### config.mk
export PLATFORM = sky130hd
export DESIGN_NAME = hw_ctrl_seq
export DESIGN_NICKNAME = d
export VERILOG_FILES = /design/src/rtl/ctl_seq_pkg.sv /design/src/rtl/ctl_step_ctr.sv /design/src/rtl/ctl_fetch_dec.sv /design/src/rtl/ctl_exec_dec.sv /design/src/rtl/hw_ctrl_seq.sv
export SDC_FILE = /design/constraint.sdc
export NUM_CORES = 1
export LEC_CHECK = 0
export BUFFER_PORTS_ARGS = -buffer_cell sky130_fd_sc_hd__buf_2
export CORE_MARGIN = 8
export CORE_UTILIZATION = 50
export DETAILED_ROUTE_END_ITERATION = 7
export GPL_TIMING_DRIVEN = 1
export PLACE_DENSITY = 0.79
export SYNTH_ARGS = -nofsm -noshare
export SYNTH_HDL_FRONTEND = slang
export SYNTH_HIERARCHICAL = 1
export SYNTH_SLANG_ARGS = --single-unit
### constraint.sdc
create_clock -name clk -period 2.9 [get_ports clk]
set_clock_uncertainty 0.05 [all_clocks]
set_input_delay 0 -clock clk [delete_from_list [all_inputs] [get_ports clk]]
set_output_delay 0 -clock clk [all_outputs]
set_load 0.02 [all_outputs]
### src/rtl/ctl_seq_pkg.sv
// Package: shared types and constants for the hardwired phase sequencer.
// Assumes a 2-bit opcode and a fixed three-phase fetch shared by all opcodes.
package ctl_seq_pkg;

    localparam int OP_W      = 2;
    localparam int FETCH_LEN = 3;

    typedef logic [OP_W-1:0] opc_t;

    localparam opc_t OPC_LOAD = 2'b01;
    localparam opc_t OPC_ADD  = 2'b10;

    // One bit per datapath control line
    typedef struct packed {
        logic drv_pc;
        logic ld_mar;
        logic inc_pc;
        logic mem_rd;
        logic drv_mdr;
        logic ld_ir;
        logic drv_addr;
        logic ld_acc;
        logic alu_add;
        logic drv_res;
        logic seq_done;
    } strobe_t;

    localparam strobe_t STROBE_NONE = '0;

    // Bitwise OR of two strobe sets
    function automatic strobe_t strobe_or(strobe_t a, strobe_t b);
        return strobe_t'(a | b);
    endfunction

endpackage

### src/rtl/ctl_step_ctr.sv
// Phase counter: counts up by one per clock and returns to zero when the
// current instruction signals completion or on synchronous active-low reset.
// Assumes the completion signal is combinational from the current count.
module ctl_step_ctr #(
    parameter int STEP_W = 3
) (
    input  logic              clk,
    input  logic              rst_n,
    input  logic              clear,
    output logic [STEP_W-1:0] step
);

    // Advance the phase, or restart it at an instruction boundary
    always_ff @(posedge clk) begin
        if (!rst_n) begin
            step <= '0;
        end else if (clear) begin
            step <= '0;
        end else begin
            step <= step + 1'b1;
        end
    end

endmodule

### src/rtl/ctl_fetch_dec.sv
// Fetch decoder: strobes for the common fetch phases. These do not depend on
// the opcode. Assumes the fetch occupies phases 0 to FETCH_LEN-1.
module ctl_fetch_dec
    import ctl_seq_pkg::*;
#(
    parameter int STEP_W = 3
) (
    input  logic [STEP_W-1:0] step,
    output logic              in_fetch,
    output strobe_t           fetch_s
);

    localparam logic [STEP_W-1:0] PH_ADDR = STEP_W'(0);
    localparam logic [STEP_W-1:0] PH_READ = STEP_W'(1);
    localparam logic [STEP_W-1:0] PH_LDIR = STEP_W'(2);

    // Flag the fetch window
    always_comb begin
        in_fetch = (step < STEP_W'(FETCH_LEN));
    end

    // Per-phase fetch strobes
    always_comb begin
        fetch_s = STROBE_NONE;
        unique case (step)
            PH_ADDR: begin
                fetch_s.drv_pc = 1'b1;
                fetch_s.ld_mar = 1'b1;
                fetch_s.inc_pc = 1'b1;
            end
            PH_READ: begin
                fetch_s.mem_rd = 1'b1;
            end
            PH_LDIR: begin
                fetch_s.drv_mdr = 1'b1;
                fetch_s.ld_ir   = 1'b1;
            end
            default: fetch_s = STROBE_NONE;
        endcase
    end

endmodule

### src/rtl/ctl_exec_dec.sv
// Execute decoder for one memory-operand instruction. The parameter ACCUM_ADD
// selects the variant: 0 loads the memory word into the accumulator, 1 adds it
// through the ALU, which takes one more phase. Assumes the caller gives the
// phase relative to the end of fetch. Unreachable phases end the instruction.
module ctl_exec_dec
    import ctl_seq_pkg::*;
#(
    parameter int STEP_W    = 3,
    parameter bit ACCUM_ADD = 1'b0
) (
    input  logic [STEP_W-1:0] rel_step,
    output strobe_t           exec_s
);

    localparam logic [STEP_W-1:0] E_ADDR = STEP_W'(0);
    localparam logic [STEP_W-1:0] E_READ = STEP_W'(1);
    localparam logic [STEP_W-1:0] E_OPER = STEP_W'(2);
    localparam logic [STEP_W-1:0] E_WBCK = STEP_W'(3);

    // Operand address and read phases are the same for both variants
    strobe_t common_s;
    strobe_t tail_s;

    // Shared operand phases
    always_comb begin
        common_s = STROBE_NONE;
        if (rel_step == E_ADDR) begin
            common_s.drv_addr = 1'b1;
            common_s.ld_mar   = 1'b1;
        end else if (rel_step == E_READ) begin
            common_s.mem_rd = 1'b1;
        end
    end

    generate
        if (ACCUM_ADD) begin : g_add
            // Add variant: ALU phase, then write the result back
            always_comb begin
                tail_s = STROBE_NONE;
                if (rel_step == E_OPER) begin
                    tail_s.alu_add = 1'b1;
                end else if (rel_step == E_WBCK) begin
                    tail_s.drv_res  = 1'b1;
                    tail_s.ld_acc   = 1'b1;
                    tail_s.seq_done = 1'b1;
                end else if (rel_step > E_WBCK) begin
                    tail_s.seq_done = 1'b1;
                end
            end
        end else begin : g_load
            // Load variant: move memory data straight to the accumulator
            always_comb begin
                tail_s = STROBE_NONE;
                if (rel_step == E_OPER) begin
                    tail_s.drv_mdr  = 1'b1;
                    tail_s.ld_acc   = 1'b1;
                    tail_s.seq_done = 1'b1;
                end else if (rel_step > E_OPER) begin
                    tail_s.seq_done = 1'b1;
                end
            end
        end
    endgenerate

    // Merge the shared and variant strobes
    always_comb begin
        exec_s = strobe_or(common_s, tail_s);
    end

endmodule

### src/rtl/hw_ctrl_seq.sv
// Top of the hardwired sequencer. It combines the phase counter, the fetch
// decoder and the two execute decoders, and selects the execute strobes by
// opcode. Outputs depend only on the phase and the opcode. Assumes the opcode
// input is stable from phase 3 until the instruction completes.
module hw_ctrl_seq
    import ctl_seq_pkg::*;
#(
    parameter int STEP_W = 3
) (
    input  logic              clk,
    input  logic              rst_n,
    input  logic [1:0]        opcode,
    output logic [STEP_W-1:0] phase,
    output logic              drv_pc,
    output logic              ld_mar,
    output logic              inc_pc,
    output logic              mem_rd,
    output logic              drv_mdr,
    output logic              ld_ir,
    output logic              drv_addr,
    output logic              ld_acc,
    output logic              alu_add,
    output logic              drv_res,
    output logic              seq_done
);

    localparam logic [STEP_W-1:0] EXEC_BASE = STEP_W'(FETCH_LEN);

    logic [STEP_W-1:0] step;
    logic [STEP_W-1:0] rel_step;
    logic              in_fetch;
    strobe_t           fetch_s;
    strobe_t           load_s;
    strobe_t           add_s;
    strobe_t           out_s;

    ctl_step_ctr #(.STEP_W(STEP_W)) u_ctr (
        .clk   (clk),
        .rst_n (rst_n),
        .clear (out_s.seq_done),
        .step  (step)
    );

    ctl_fetch_dec #(.STEP_W(STEP_W)) u_fetch (
        .step     (step),
        .in_fetch (in_fetch),
        .fetch_s  (fetch_s)
    );

    // Phase measured from the first execute phase
    always_comb begin
        rel_step = step - EXEC_BASE;
    end

    ctl_exec_dec #(.STEP_W(STEP_W), .ACCUM_ADD(1'b0)) u_load (
        .rel_step (rel_step),
        .exec_s   (load_s)
    );

    ctl_exec_dec #(.STEP_W(STEP_W), .ACCUM_ADD(1'b1)) u_add (
        .rel_step (rel_step),
        .exec_s   (add_s)
    );

    // Select fetch or execute strobes; unknown opcodes end at once
    always_comb begin
        out_s = STROBE_NONE;
        if (in_fetch) begin
            out_s = fetch_s;
        end else begin
            case (opc_t'(opcode))
                OPC_LOAD: out_s = load_s;
                OPC_ADD:  out_s = add_s;
                default:  out_s.seq_done = 1'b1;
            endcase
        end
    end

    // Drive the ports
    always_comb begin
        phase    = step;
        drv_pc   = out_s.drv_pc;
        ld_mar   = out_s.ld_mar;
        inc_pc   = out_s.inc_pc;
        mem_rd   = out_s.mem_rd;
        drv_mdr  = out_s.drv_mdr;
        ld_ir    = out_s.ld_ir;
        drv_addr = out_s.drv_addr;
        ld_acc   = out_s.ld_acc;
        alu_add  = out_s.alu_add;
        drv_res  = out_s.drv_res;
        seq_done = out_s.seq_done;
    end

endmodule

==> key figures, run 1 <==
Layout
  – Max FFs per register: 3
  – Largest regs: u_ctr/step: 3 flops
  – Ant. Diodes: 0
  – Biggest register: u_ctr/step
  – Fillers: 128
  – Layout Nets: 109
  – Post-route cell area: 658 µm²
  – Area growth, synth to finish: 0.960%
  – Layout cells sized above 1: 0.270

Power and ir drop
  – Leak: 0.321 nW
  – Pwr dens: 290 mW/mm²
  – Sequential Power Share: 0.239
  – VDD IR max: 0.181 mV
  – Sw Ratio: 0.364
  – Internal: 0.122 mW
  – Comb pwr share: 0.369
  – P_sw: 0.0696 mW
  – Total power after layout: 0.191 mW
  – Clock power frac: 0.391

Critical path
  – Arrival time at the worst endpoint: 2220 ps
  – Setup crit start kind: flop
  – Req. time, crit path: 2850 ps
  – FF-to-FF Start: u_ctr/step[0]$_SDFF_PP0_
  – Reg2reg setup slack: 780 ps
  – Crit. End Element: output port
  – CP Launch Point: u_ctr/step[0]$_SDFF_PP0_
  – R2R cell count: 7
  – Worst Path Max Fanout: 9
  – Kind of critical path: reg -> out
  – RR Endpoint: u_ctr/step[2]$_SDFF_PP0_
  – Crit path to: ld_acc

Place
  – Cell area after placement: 622 µm²
  – IO buf count: 17
  – HPWL after DPL: 917 µm
  – Placer Congestion: 0.773

Synthesis
  – Largest family of logic cells by synthesized area: buffers and inverters
  – Post-Synth XOR/XNOR Area: 0.0269
  – Post-Syn Instances: 91
  – Yosys top cell by area: buf_4
  – Compound-cell area share of the yosys netlist: 0.228
  – Dominant cells by area after synthesis: buf_4 24%, a22oi_1 12%, dfxtp_1 9.2%, ha_1 7.7%, o21ai_0 6.1%
  – Synthesized flop and latch total: 3
  – Avg Inst Size Synth: 7.16 µm²
  – Cell Area, Synth: 652 µm²
  – Sequential area share after synthesis: 0.0921
  – Top-area cell type share of the netlist area: 0.242
  – Synth Area in Adders: 0.0768
  – Simple-gate share of the synthesized area: 0.238
  – Yosys warning count: 6
  – Multiplexer area fraction after synthesis: 0.0173
  – Unique masters post-synth: 24

CTS
  – Post-cts gate resize count: 0
  – Worst-path clk slew: 40 ps
  – Buffers from clock root to sink, at most: 2
  – Worst-Skew Late Latency: 230 ps
  – Clk sinks: 3
  – CTS Buf Count: 3
  – Clock tree from TritonCTS: yes
  – CTS H-tree lvls: 1
  – Root Driver: clkbuf_4

Timing
  – Hold Vio Cnt, Final: 0
  – # setup viols final: 0
  – Slew margin rel.: 0.489
  – Slew at the pin closest to its max-slew limit: 761 ps
  – Pins Over Slew Limit: 0
  – Final worst path period need: 2270 ps
  – Final period util: 0.784
  – Fin Setup TNS: 0 ps
  – Fmax: 440 MHz
  – Unrepaired setup endpoints after global routing: false
  – Fin Hold WS: 371 ps

Global routing
  – Gr ovfl total: 0
  – Total GRT Usage: 0.0882
  – Antenna violations before repair: 0
  – Global-route wire length before repair: 1930 µm
  – Number of global-route vias before repair: 462
  – Largest net degree at the start of global routing: 12

Floorplanning
  – Die ar.: 0.00271 mm²
  – Die Span X: 52.1 µm
  – Initial Util: 0.520
  – FP Rows: 13
  – Die extent in y: 52.1 µm
  – Io pins: 18
  – Area of the core: 0.00125 mm²

Min path
  – Worst Hold Class: in -> reg

Detailed routing
  – Via density: 4.95
  – Final wirelength: 1230 µm
  – Remaining routing DRC violations: 0
  – Routed WL per cell: 10.7 µm
  – 1st-pass router iterations: 4
  – Via count: 569
  – Starting DRC count in detailed routing: 22
  – Final ANT Viol Nets: 0

Job
  – Max-capacitance violation count: 0

Outcome
  – Status: complete, no violations
==> logic make-up (layout without fill, tap and decap cells) <==
logic type | after synthesis | in the layout
compound gates | 23 | 23
flops | 3 | 3
xor+xnor | 2 | 2
fa+ha+maj | 4 | 4
mux | 1 | 1
other cells | 3 | 14
buf+inv | 29 | 27
simple gates | 26 | 26
==> worst min-delay path by stage <==
stage | start | to | slack [ps] | cells after the start
6_report | opcode[1] | u_ctr/step[0]$_SDFF_PP0_ | 370 | 6
5_1_grt | opcode[1] | u_ctr/step[1]$_SDFF_PP0_ | 440 | 6
4_1_cts | opcode[1] | u_ctr/step[0]$_SDFF_PP0_ | 380 | 6
3_5_place_dp | rst_n | u_ctr/step[0]$_SDFF_PP0_ | 210 | 3
3_3_place_gp | rst_n | u_ctr/step[0]$_SDFF_PP0_ | 210 | 3
2_1_floorplan | rst_n | u_ctr/step[0]$_SDFF_PP0_ | 80 | 2
==> worst max-delay path, cell delays in order (launching register included) <==
cell     delay (ps)
dfxtp_1         370
ha_1            240
xnor2_1         630
and3b_2         290
a22oi_1         190
o21ai_0          90
buf_2           170
==> layer usage <==
layer | up-vias | global-route usage | part of all wire
met4 | 0 | 0.0531 | 0
met1 | 259 | 0.111 | 0.43
li1 | 295 | - | -
met3 | 0 | 0.00570 | 0.047
met5 | - | 0 | 0
met2 | 15 | 0.142 | 0.52
==> power by group through the flow <==
stage	clock network, mW	logic, mW	registers [mW]
final	0.0748	0.0706	0.0457
after global routing	0.0775	0.0784	0.0461
after CTS	0.0756	0.0705	0.0458
after detailed placement	0	0.0693	0.0464
after global placement	0	0.0683	0.0462
after floorplan	0	0.0666	0.0479
==> stage by stage <==
stage	cells	worst slack, ps	util
after global routing	115	464	0.525
after global placement	110	895	0.497
after detailed placement	110	786	0.497
after floorplan	102	735	-
after CTS	115	648	0.525
final	115	626	0.525
==> cell usage after synthesis <==
cell and instances:
buf_4 21, a22oi_1 10, nand2_1 10, o21ai_0 8
ha_1 4, inv_1 4, nor3b_1 4, conb_1 3
dfxtp_1 3, nor2_1 3, nor3_1 3, buf_2 2
nor3b_2 2, o21ai_1 2, or2_1 2, xnor2_1 2
a21o_2 1, a21oi_1 1, a221o_1 1, and3b_2 1
buf_6 1, clkbuf_1 1, mux2_2 1, nand2b_4 1
==> cell type report <==
class	instances	area [µm²]	area share
flip-flops and latches	3	60.1	0.0913
inverters	4	15.0	0.0228
repair buffers	19	103	0.156
multi-input cells	70	435	0.662
well taps	15	18.8	0.0285
clock buffers	4	26.3	0.0399
==> timing repair <==
action / 4_1_cts / 5_1_grt
endpoints found under the hold margin: 3 / 0
buffers inserted: 0 / 0
hold buffers: 1 / 0
setup endpoints to repair: 0 / 0
==> layout by cell type, fill, tap and decap left out <==
master,instances
o21ai_0,8
buf_4,1
nand2_1,10
and3b_2,1
xnor2_1,2
dfxtp_1,3
clkbuf_4,3
nor2_1,3
nand2b_4,1
o21ai_1,2
a22oi_1,10
or2_1,2
inv_1,4
a21o_2,1
nor3b_2,2
a21oi_1,1
buf_2,17
dlygate4sd3_1,1
a221o_1,1
nor3b_1,4
ha_1,4
clkbuf_1,1
conb_1,14
mux2_2,1
nor3_1,3
(Power assumes the default switching activity.)
==> inputs of run 2 (changes only) <==
--- a/config.mk
+++ b/config.mk
@@ -5,12 +5,13 @@
 export SDC_FILE = /design/constraint.sdc
 export NUM_CORES = 1
 export LEC_CHECK = 0
+export ABC_AREA = 1
 export BUFFER_PORTS_ARGS = -buffer_cell sky130_fd_sc_hd__buf_2
 export CORE_MARGIN = 8
-export CORE_UTILIZATION = 50
+export CORE_UTILIZATION = 47
 export DETAILED_ROUTE_END_ITERATION = 7
 export GPL_TIMING_DRIVEN = 1
-export PLACE_DENSITY = 0.79
+export PLACE_DENSITY = 0.76
 export SYNTH_ARGS = -nofsm -noshare
 export SYNTH_HDL_FRONTEND = slang
 export SYNTH_HIERARCHICAL = 1
==> constraint.sdc (replaced) <==
create_clock -name clk -period 2 [get_ports clk]
set_clock_uncertainty 0.05 [all_clocks]
set_input_delay 0 -clock clk [delete_from_list [all_inputs] [get_ports clk]]
set_output_delay 0 -clock clk [all_outputs]
set_load 0.02 [all_outputs]
==> run 2 against run 1 <==
Effect of this change:
- hold slack lost 18 ps
- global-route usage is 1.4 points higher
- sequential share of layout area decreased by 1.1 points
- largest power group unchanged
- routed wire length grew 20%
- final cell count increased by 50%
- synthesized area grew 14%
- synthesized cell count up 60%
- via count increased by 28%
- power grew 49%
- design area up 16%
- combinational power increased by 53%
- non-clock buffer count is 1 higher
==> key figures, run 2 <==
Outcome
  – Status: complete, no violations

Layout
  – Layout cells sized above 1: 0.192 (-0.0777)
  – Fillers: 152 (+19%)
  – Layout Nets: 165 (+51%)
  – Post-route cell area: 764 µm² (+16%)
  – Commonest non-fill, non-tap cell in the layout: nand2_1
  – Ant. Diodes: 0 (unchanged)
  – Commonest non-fill, non-tap cells in the layout: 76 x nand2_1, 17 x buf_2, 15 x inv_1
  – Area growth, synth to finish: 2.86%
  – Largest regs: u_ctr/step: 3 flops
  – Biggest register: u_ctr/step
  – Max FFs per register: 3 (unchanged)

Detailed routing
  – Final ANT Viol Nets: 0 (unchanged)
  – 1st-pass router iterations: 4 (unchanged)
  – Remaining routing DRC violations: 0 (unchanged)
  – Via density: 4.24 (-14%)
  – Final wirelength: 1470 µm (+20%)
  – Starting DRC count in detailed routing: 13 (-41%)
  – Via count: 729 (+28%)
  – Routed WL per cell: 8.55 µm (-20%)

Min path
  – Worst Hold Class: in -> reg
  – Hold Path Stages: 9 (+3)
  – HP Start: opcode[1]
  – Hold EP: u_ctr/step[0]$_SDFF_PP0_

Floorplanning
  – Initial Util: 0.499 (-0.0213)
  – FP Rows: 14 (+1)
  – Die extent in y: 55.8 µm (+7.0%)
  – Io pins: 18 (unchanged)
  – Area of the core: 0.00149 mm² (+19%)
  – Die ar.: 0.00311 mm² (+15%)
  – Die Span X: 55.8 µm (+7.0%)

Place
  – HPWL after DPL: 1210 µm (+32%)
  – Dpl ws: 140 ps (-646 ps)
  – Cell area after placement: 719 µm² (+16%)
  – Placer Congestion: 0.888 (+15%)
  – IO buf count: 17 (unchanged)

Timing
  – Final period util: 0.908
  – Final setup margin: 183 ps (-443 ps)
  – Fin Setup TNS: 0 ps (unchanged)
  – Unrepaired setup endpoints after global routing: false
  – Pins Over Slew Limit: 0 (unchanged)
  – Hold Vio Cnt, Final: 0 (unchanged)
  – Fmax: 550 MHz
  – # setup viols final: 0 (unchanged)
  – Final worst path period need: 1820 ps

Synthesis
  – Avg Inst Size Synth: 5.09 µm² (-29%)
  – Number of synthesized flops with an enable pin: 0 (unchanged)
  – Top-area cell type share of the netlist area: 0.384 (+0.142)
  – Yosys warning count: 6 (unchanged)
  – Unique masters post-synth: 14 (-42%)
  – Yosys top cell by area: nand2_1
  – Post-Syn Instances: 146 (+60%)
  – Dominant cells by area after synthesis: nand2_1 38%, buf_4 24%, dfxtp_1 8.1%, inv_1 7.6%, ha_1 6.7%
  – Sequential area share after synthesis: 0.0808 (-0.0113)
  – Synth async-reset ratio: 0 (unchanged)
  – Most frequent cell after synthesis: nand2_1
  – Cell Area, Synth: 743 µm² (+14%)
  – Top post-synthesis cells by count: 76 x nand2_1, 24 x buf_4, 15 x inv_1
  – Top_reg_cell synth: dfxtp_1
  – Synthesized flop and latch total: 3 (unchanged)

Global routing
  – Antenna violations before repair: 0 (unchanged)
  – Global-route wire length before repair: 2710 µm (+41%)
  – Largest net degree at the start of global routing: 12 (unchanged)
  – Total GRT Usage: 0.103 (+0.0144)
  – Number of global-route vias before repair: 715 (+55%)
  – Gr ovfl total: 0 (unchanged)

Power and ir drop
  – Leak: 0.513 nW (+59%)
  – Pwr dens: 372 mW/mm² (+28%)
  – VDD IR max: 0.389 mV (+110%)

Critical path
  – Reg2reg setup slack: 270 ps (-510 ps)
  – Buf+Inv Stages, Crit Path: 3 (+2)
  – Setup crit start kind: flop
  – Kind of critical path: reg -> out
  – Req. time, crit path: 1950 ps (-900 ps)
  – CP top delay family: flip-flops
  – Arrival time at the worst endpoint: 1770 ps (-450 ps)
  – CP max stage cell: dfxtp_2
  – Worst Path Max Fanout: 9 (unchanged)
  – FF-to-FF Start: u_ctr/step[0]$_SDFF_PP0_
  – RR Endpoint: u_ctr/step[1]$_SDFF_PP0_
  – Crit. End Element: output port
  – Max incr delay on CP: 360 ps (-270 ps)
  – Cells along the critical path: ha_1 > xnor2_2 > inv_1 > nand2_2 > nand2_1 > nand3_1 > nand2_1 > inv_1 > buf_2
  – CP Launch Point: u_ctr/step[0]$_SDFF_PP0_
  – R2R cell count: 11 (+4)

CTS
  – Clock tree from TritonCTS: yes
  – Clk sinks: 3 (unchanged)
  – CTS Buf Count: 3 (unchanged)
  – CTS H-tree lvls: 1 (unchanged)
  – Buffers from clock root to sink, at most: 2 (unchanged)
  – Worst-path clk slew: 40 ps (about the same)
  – Worst-Skew Late Latency: 240 ps (about the same)
  – Root Driver: clkbuf_4

Job
  – Max-capacitance violation count: 0 (unchanged)
==> run 2: report_power, final <==
group / internal [mW] / switching (mW) / leakage (nW) / total [mW]
Combinational: 0.0366 / 0.0713 / 0.473 / 0.108
Clock: 0.0749 / 0.0343 / 0.0150 / 0.109
Sequential: 0.0627 / 0.00445 / 0.0248 / 0.0672
Total: 0.174 / 0.110 / 0.513 / 0.284
==> run 2: per-stage QoR <==
step                      total power [mW]  instances  hold WS [ps]  utilization
after detailed placement             0.174        167           236        0.483
after global placement               0.171        167           224        0.483
after CTS                            0.291        172           353        0.508
after floorplan                      0.172        157           129            -
final                                0.284        172           354        0.513
after global routing                 0.308        172           426        0.513
==> run 2: cell families after synthesis <==
group	count (synthesis)	synth area share
AND/OR/NAND/NOR	93	0.488
buffers and inverters	41	0.330
adder cells (fa/ha/maj)	4	0.0673
flip-flops	3	0.0808
other	3	0.0152
AO/OA/AOI/OAI	1	0.00673
XOR/XNOR	1	0.0118
==> run 2: timing repair <==
item,in CTS,in global routing
gates resized for setup,0,2
endpoints found under the setup margin,0,9
buffers inserted,0,0
hold endpoints to repair,2,0
hold buffers,1,0
==> run 2: layout make-up <==
class	count	area, µm²	share of cell area
multi-input combinational	113	487	0.637
clock buffer	4	26.3	0.0344
inverter	16	60.1	0.0786
tap	16	20.0	0.0262
sequential	3	61.3	0.0802
timing repair buffer	20	110	0.144
==> run 2: worst max path at each step <==
stage,to,slack (ps),depth (start not counted)
2_1_floorplan,u_ctr/step[0]$_SDFF_PP0_,130,11
3_3_place_gp,u_ctr/step[0]$_SDFF_PP0_,270,11
3_5_place_dp,u_ctr/step[0]$_SDFF_PP0_,140,11
4_1_cts,seq_done,10,9
5_1_grt,seq_done,80,9
6_report,seq_done,180,9
==> run 2: worst min-delay path: cells and delay by family <==
family | cells | cell delay, ps
adders and majority gates | 1 | 130
and+or+nand+nor | 5 | 280
buffers and inverters | 3 | 190
==> run 2: metal layers <==
layer  GRT usage  vias up  routed length (µm)
li1            -      407                   -
met4      0.0915        0                  43
met5           0        -                   0
met3      0.0137        4                  63
met2       0.197       16                 772
met1      0.0885      302                 592
==> inputs of run 3 (changes only) <==
--- a/config.mk
+++ b/config.mk
@@ -8,10 +8,11 @@
 export ABC_AREA = 1
 export BUFFER_PORTS_ARGS = -buffer_cell sky130_fd_sc_hd__buf_2
 export CORE_MARGIN = 8
-export CORE_UTILIZATION = 47
+export CORE_UTILIZATION = 49
+export CTS_BUF_LIST = sky130_fd_sc_hd__clkbuf_2
 export DETAILED_ROUTE_END_ITERATION = 7
 export GPL_TIMING_DRIVEN = 1
-export PLACE_DENSITY = 0.76
+export PLACE_DENSITY = 0.79
 export SYNTH_ARGS = -nofsm -noshare
 export SYNTH_HDL_FRONTEND = slang
 export SYNTH_HIERARCHICAL = 1
==> run 3 against run 2 <==
Effect of this change:
- hold slack got worse by 320 ps
- final cell count decreased by 0.58%
- via count decreased by 1.9%
- flip-flop and latch count unchanged
- combinational power about the same
- count of clock-buffer cells in the layout unchanged
- core utilization decreased by 0.49 points
- worst setup slack improved by 76 ps
- register-to-register slack improved by 50 ps
- critical path depth unchanged
- sequential share of layout area increased by 0.17 points
- routed wire length decreased by 1.0%
- critical endpoint unchanged
- largest power group is now combinational cells
- highest routed layer is now met3
==> key figures, run 3 (synthesis results as in run 2) <==
Global routing
  – Global-route wire length before repair: 2530 µm (-6.9%)
  – Global routing usage on met2: 0.187 (-0.0103)
  – Total GRT Usage: 0.110 (+0.00702)
  – Largest net degree at the start of global routing: 12 (unchanged)
  – Busiest layer in global routing: met2
  – Number of global-route vias before repair: 631 (-12%)
  – Met3 global-route usage: 0.0241 (+0.0104)
  – Met1 Use GR: 0.129 (+0.0401)
  – Gr ovfl total: 0 (unchanged)
  – Antenna violations before repair: 0 (unchanged)

Critical path
  – Cells along the critical path: ha_1 > xnor2_2 > inv_1 > nand2_2 > nand2_1 > nand3_1 > nand2_1 > inv_1 > buf_2
  – Arrival time at the worst endpoint: 1690 ps (-80 ps)
  – Kind of critical path: reg -> out
  – Crit. End Element: output port
  – Req. time, crit path: 1950 ps (about the same)
  – Setup crit start kind: flop
  – Max incr delay on CP: 350 ps (about the same)
  – CP top delay family: flip-flops
  – CP max stage cell: dfxtp_2
  – Worst Path Max Fanout: 9 (unchanged)
  – Buf+Inv Stages, Crit Path: 3 (unchanged)

Place
  – HPWL after DPL: 1130 µm (-6.6%)
  – Dpl ws: 172 ps (+31.8 ps)
  – Cell area after placement: 719 µm² (unchanged)
  – IO buf count: 17 (unchanged)
  – Placer Congestion: 0.820 (-7.7%)

Timing
  – Final worst path period need: 1740 ps (-75.9 ps)
  – Fmax: 574 MHz (+4.4%)
  – Final setup margin: 259 ps (+75.9 ps)
  – Unrepaired setup endpoints after global routing: false
  – Final period util: 0.870 (-0.0379)
  – Fin Setup TNS: 0 ps (unchanged)
  – Hold Vio Cnt, Final: 0 (unchanged)
  – # setup viols final: 0 (unchanged)
  – Pins Over Slew Limit: 0 (unchanged)

Floorplanning
  – Io pins: 18 (unchanged)
  – FP Rows: 14 (unchanged)
  – Die ar.: 0.00302 mm² (-2.9%)
  – Die extent in y: 54.9 µm (-1.5%)
  – Area of the core: 0.00147 mm² (-1.2%)
  – Die Span X: 54.9 µm (-1.5%)
  – Initial Util: 0.505 (+0.00594)

CTS
  – Worst-path clk slew: 40 ps (about the same)
  – Clk sinks: 3 (unchanged)
  – # Post-CTS Setup Buffers: 0 (unchanged)
  – CTS H-tree lvls: 1 (unchanged)
  – Worst-Skew Late Latency: 200 ps (-40 ps)
  – Clock tree from TritonCTS: yes
  – Root Driver: clkbuf_2
  – Buffers from clock root to sink, at most: 2 (unchanged)
  – CTS Buf Count: 3 (unchanged)

Power and ir drop
  – Leak: 0.510 nW (-0.50%)
  – VDD IR max: 0.263 mV (-32%)
  – Pwr dens: 346 mW/mm² (-7.0%)

Detailed routing
  – Remaining routing DRC violations: 0 (unchanged)
  – Starting DRC count in detailed routing: 7 (-6)
  – Final wirelength: 1460 µm (-1.0%)
  – Final ANT Viol Nets: 0 (unchanged)
  – 1st-pass router iterations: 5 (+1)
  – Routed WL per cell: 8.51 µm (-0.44%)
  – Via count: 715 (-1.9%)
  – Via density: 4.18 (-1.3%)

Layout
  – Commonest non-fill, non-tap cell in the layout: nand2_1
  – Post-route cell area: 748 µm² (-2.1%)
  – Largest regs: u_ctr/step: 3 flops
  – Layout Nets: 164 (-0.61%)
  – Max FFs per register: 3 (unchanged)
  – Ant. Diodes: 0 (unchanged)
  – Area growth, synth to finish: 0.673%
  – Fillers: 172 (+13%)
  – Commonest non-fill, non-tap cells in the layout: 76 x nand2_1, 17 x buf_2, 15 x inv_1
  – Biggest register: u_ctr/step
  – Layout cells sized above 1: 0.200 (+0.00769)

Outcome
  – Status: complete, no violations

Min path
  – Worst Hold Class: in -> reg

Job
  – Max-capacitance violation count: 0 (unchanged)
-- run 3: cell types whose count changed in the layout (fill, tap and decap cells not counted) --
cell           before  now
dlygate4sd3_1       1    0
clkbuf_1            1    0
clkbuf_2            0    4
clkbuf_4            3    0
-- run 3: final timing paths --
kind,startpoint,endpoint,slack [ps],cells past startpoint
worst max-delay path,u_ctr/step[0]$_SDFF_PP0_,seq_done,260,9
worst min-delay path,rst_n,u_ctr/step[0]$_SDFF_PP0_,30,3
worst max register to register,u_ctr/step[0]$_SDFF_PP0_,u_ctr/step[1]$_SDFF_PP0_,320,11
worst min register to register,u_ctr/step[0]$_SDFF_PP0_,u_ctr/step[0]$_SDFF_PP0_,440,1
-- run 3: area by class of cell --
type	count	area (µm²)	share of cell area
Multi-Input combinational cell	113	487	0.651
Sequential cell	3	61.3	0.0819
Clock buffer	4	20.0	0.0268
Timing Repair Buffer	19	100	0.134
Inverter	16	60.1	0.0803
Tap cell	16	20.0	0.0268
-- run 3: layer usage --
metal  wire length, µm  part of all wire
met1               653              0.45
met2               724              0.50
met3                78             0.054
met4                 0                 0
met5                 0                 0
-- run 3: worst register-to-register path: stages, from the launching register on --
cell and delay [ps]:
dfxtp_2 350, ha_1 230, xnor2_2 280, inv_1 110, nand2_2 90, nand2_1 50, nand3_1 90, nand2_1 50
inv_1 60, inv_1 40, nand2_1 100, nor2_1 50
-- run 3: power by group --
group	switching (mW)	internal (mW)	total, mW
clock network	0.0318	0.0528	0.0846
logic	0.0722	0.0354	0.108
registers	0.00412	0.0625	0.0667
-- run 3: repair_timing --
action                     in CTS  in global routing
hold buffers                    0                  0
gates resized for setup         0                  2
setup endpoints to repair       0                  9
-- run 3: through the flow --
stage	utilization	hold WS (ps)	power, mW	std cells
global placement	0.489	222	0.171	167
CTS	0.503	21.6	0.262	171
global route	0.509	31.6	0.287	171
floorplan	-	129	0.172	157
detailed placement	0.489	239	0.174	167
finish	0.509	34.8	0.259	171
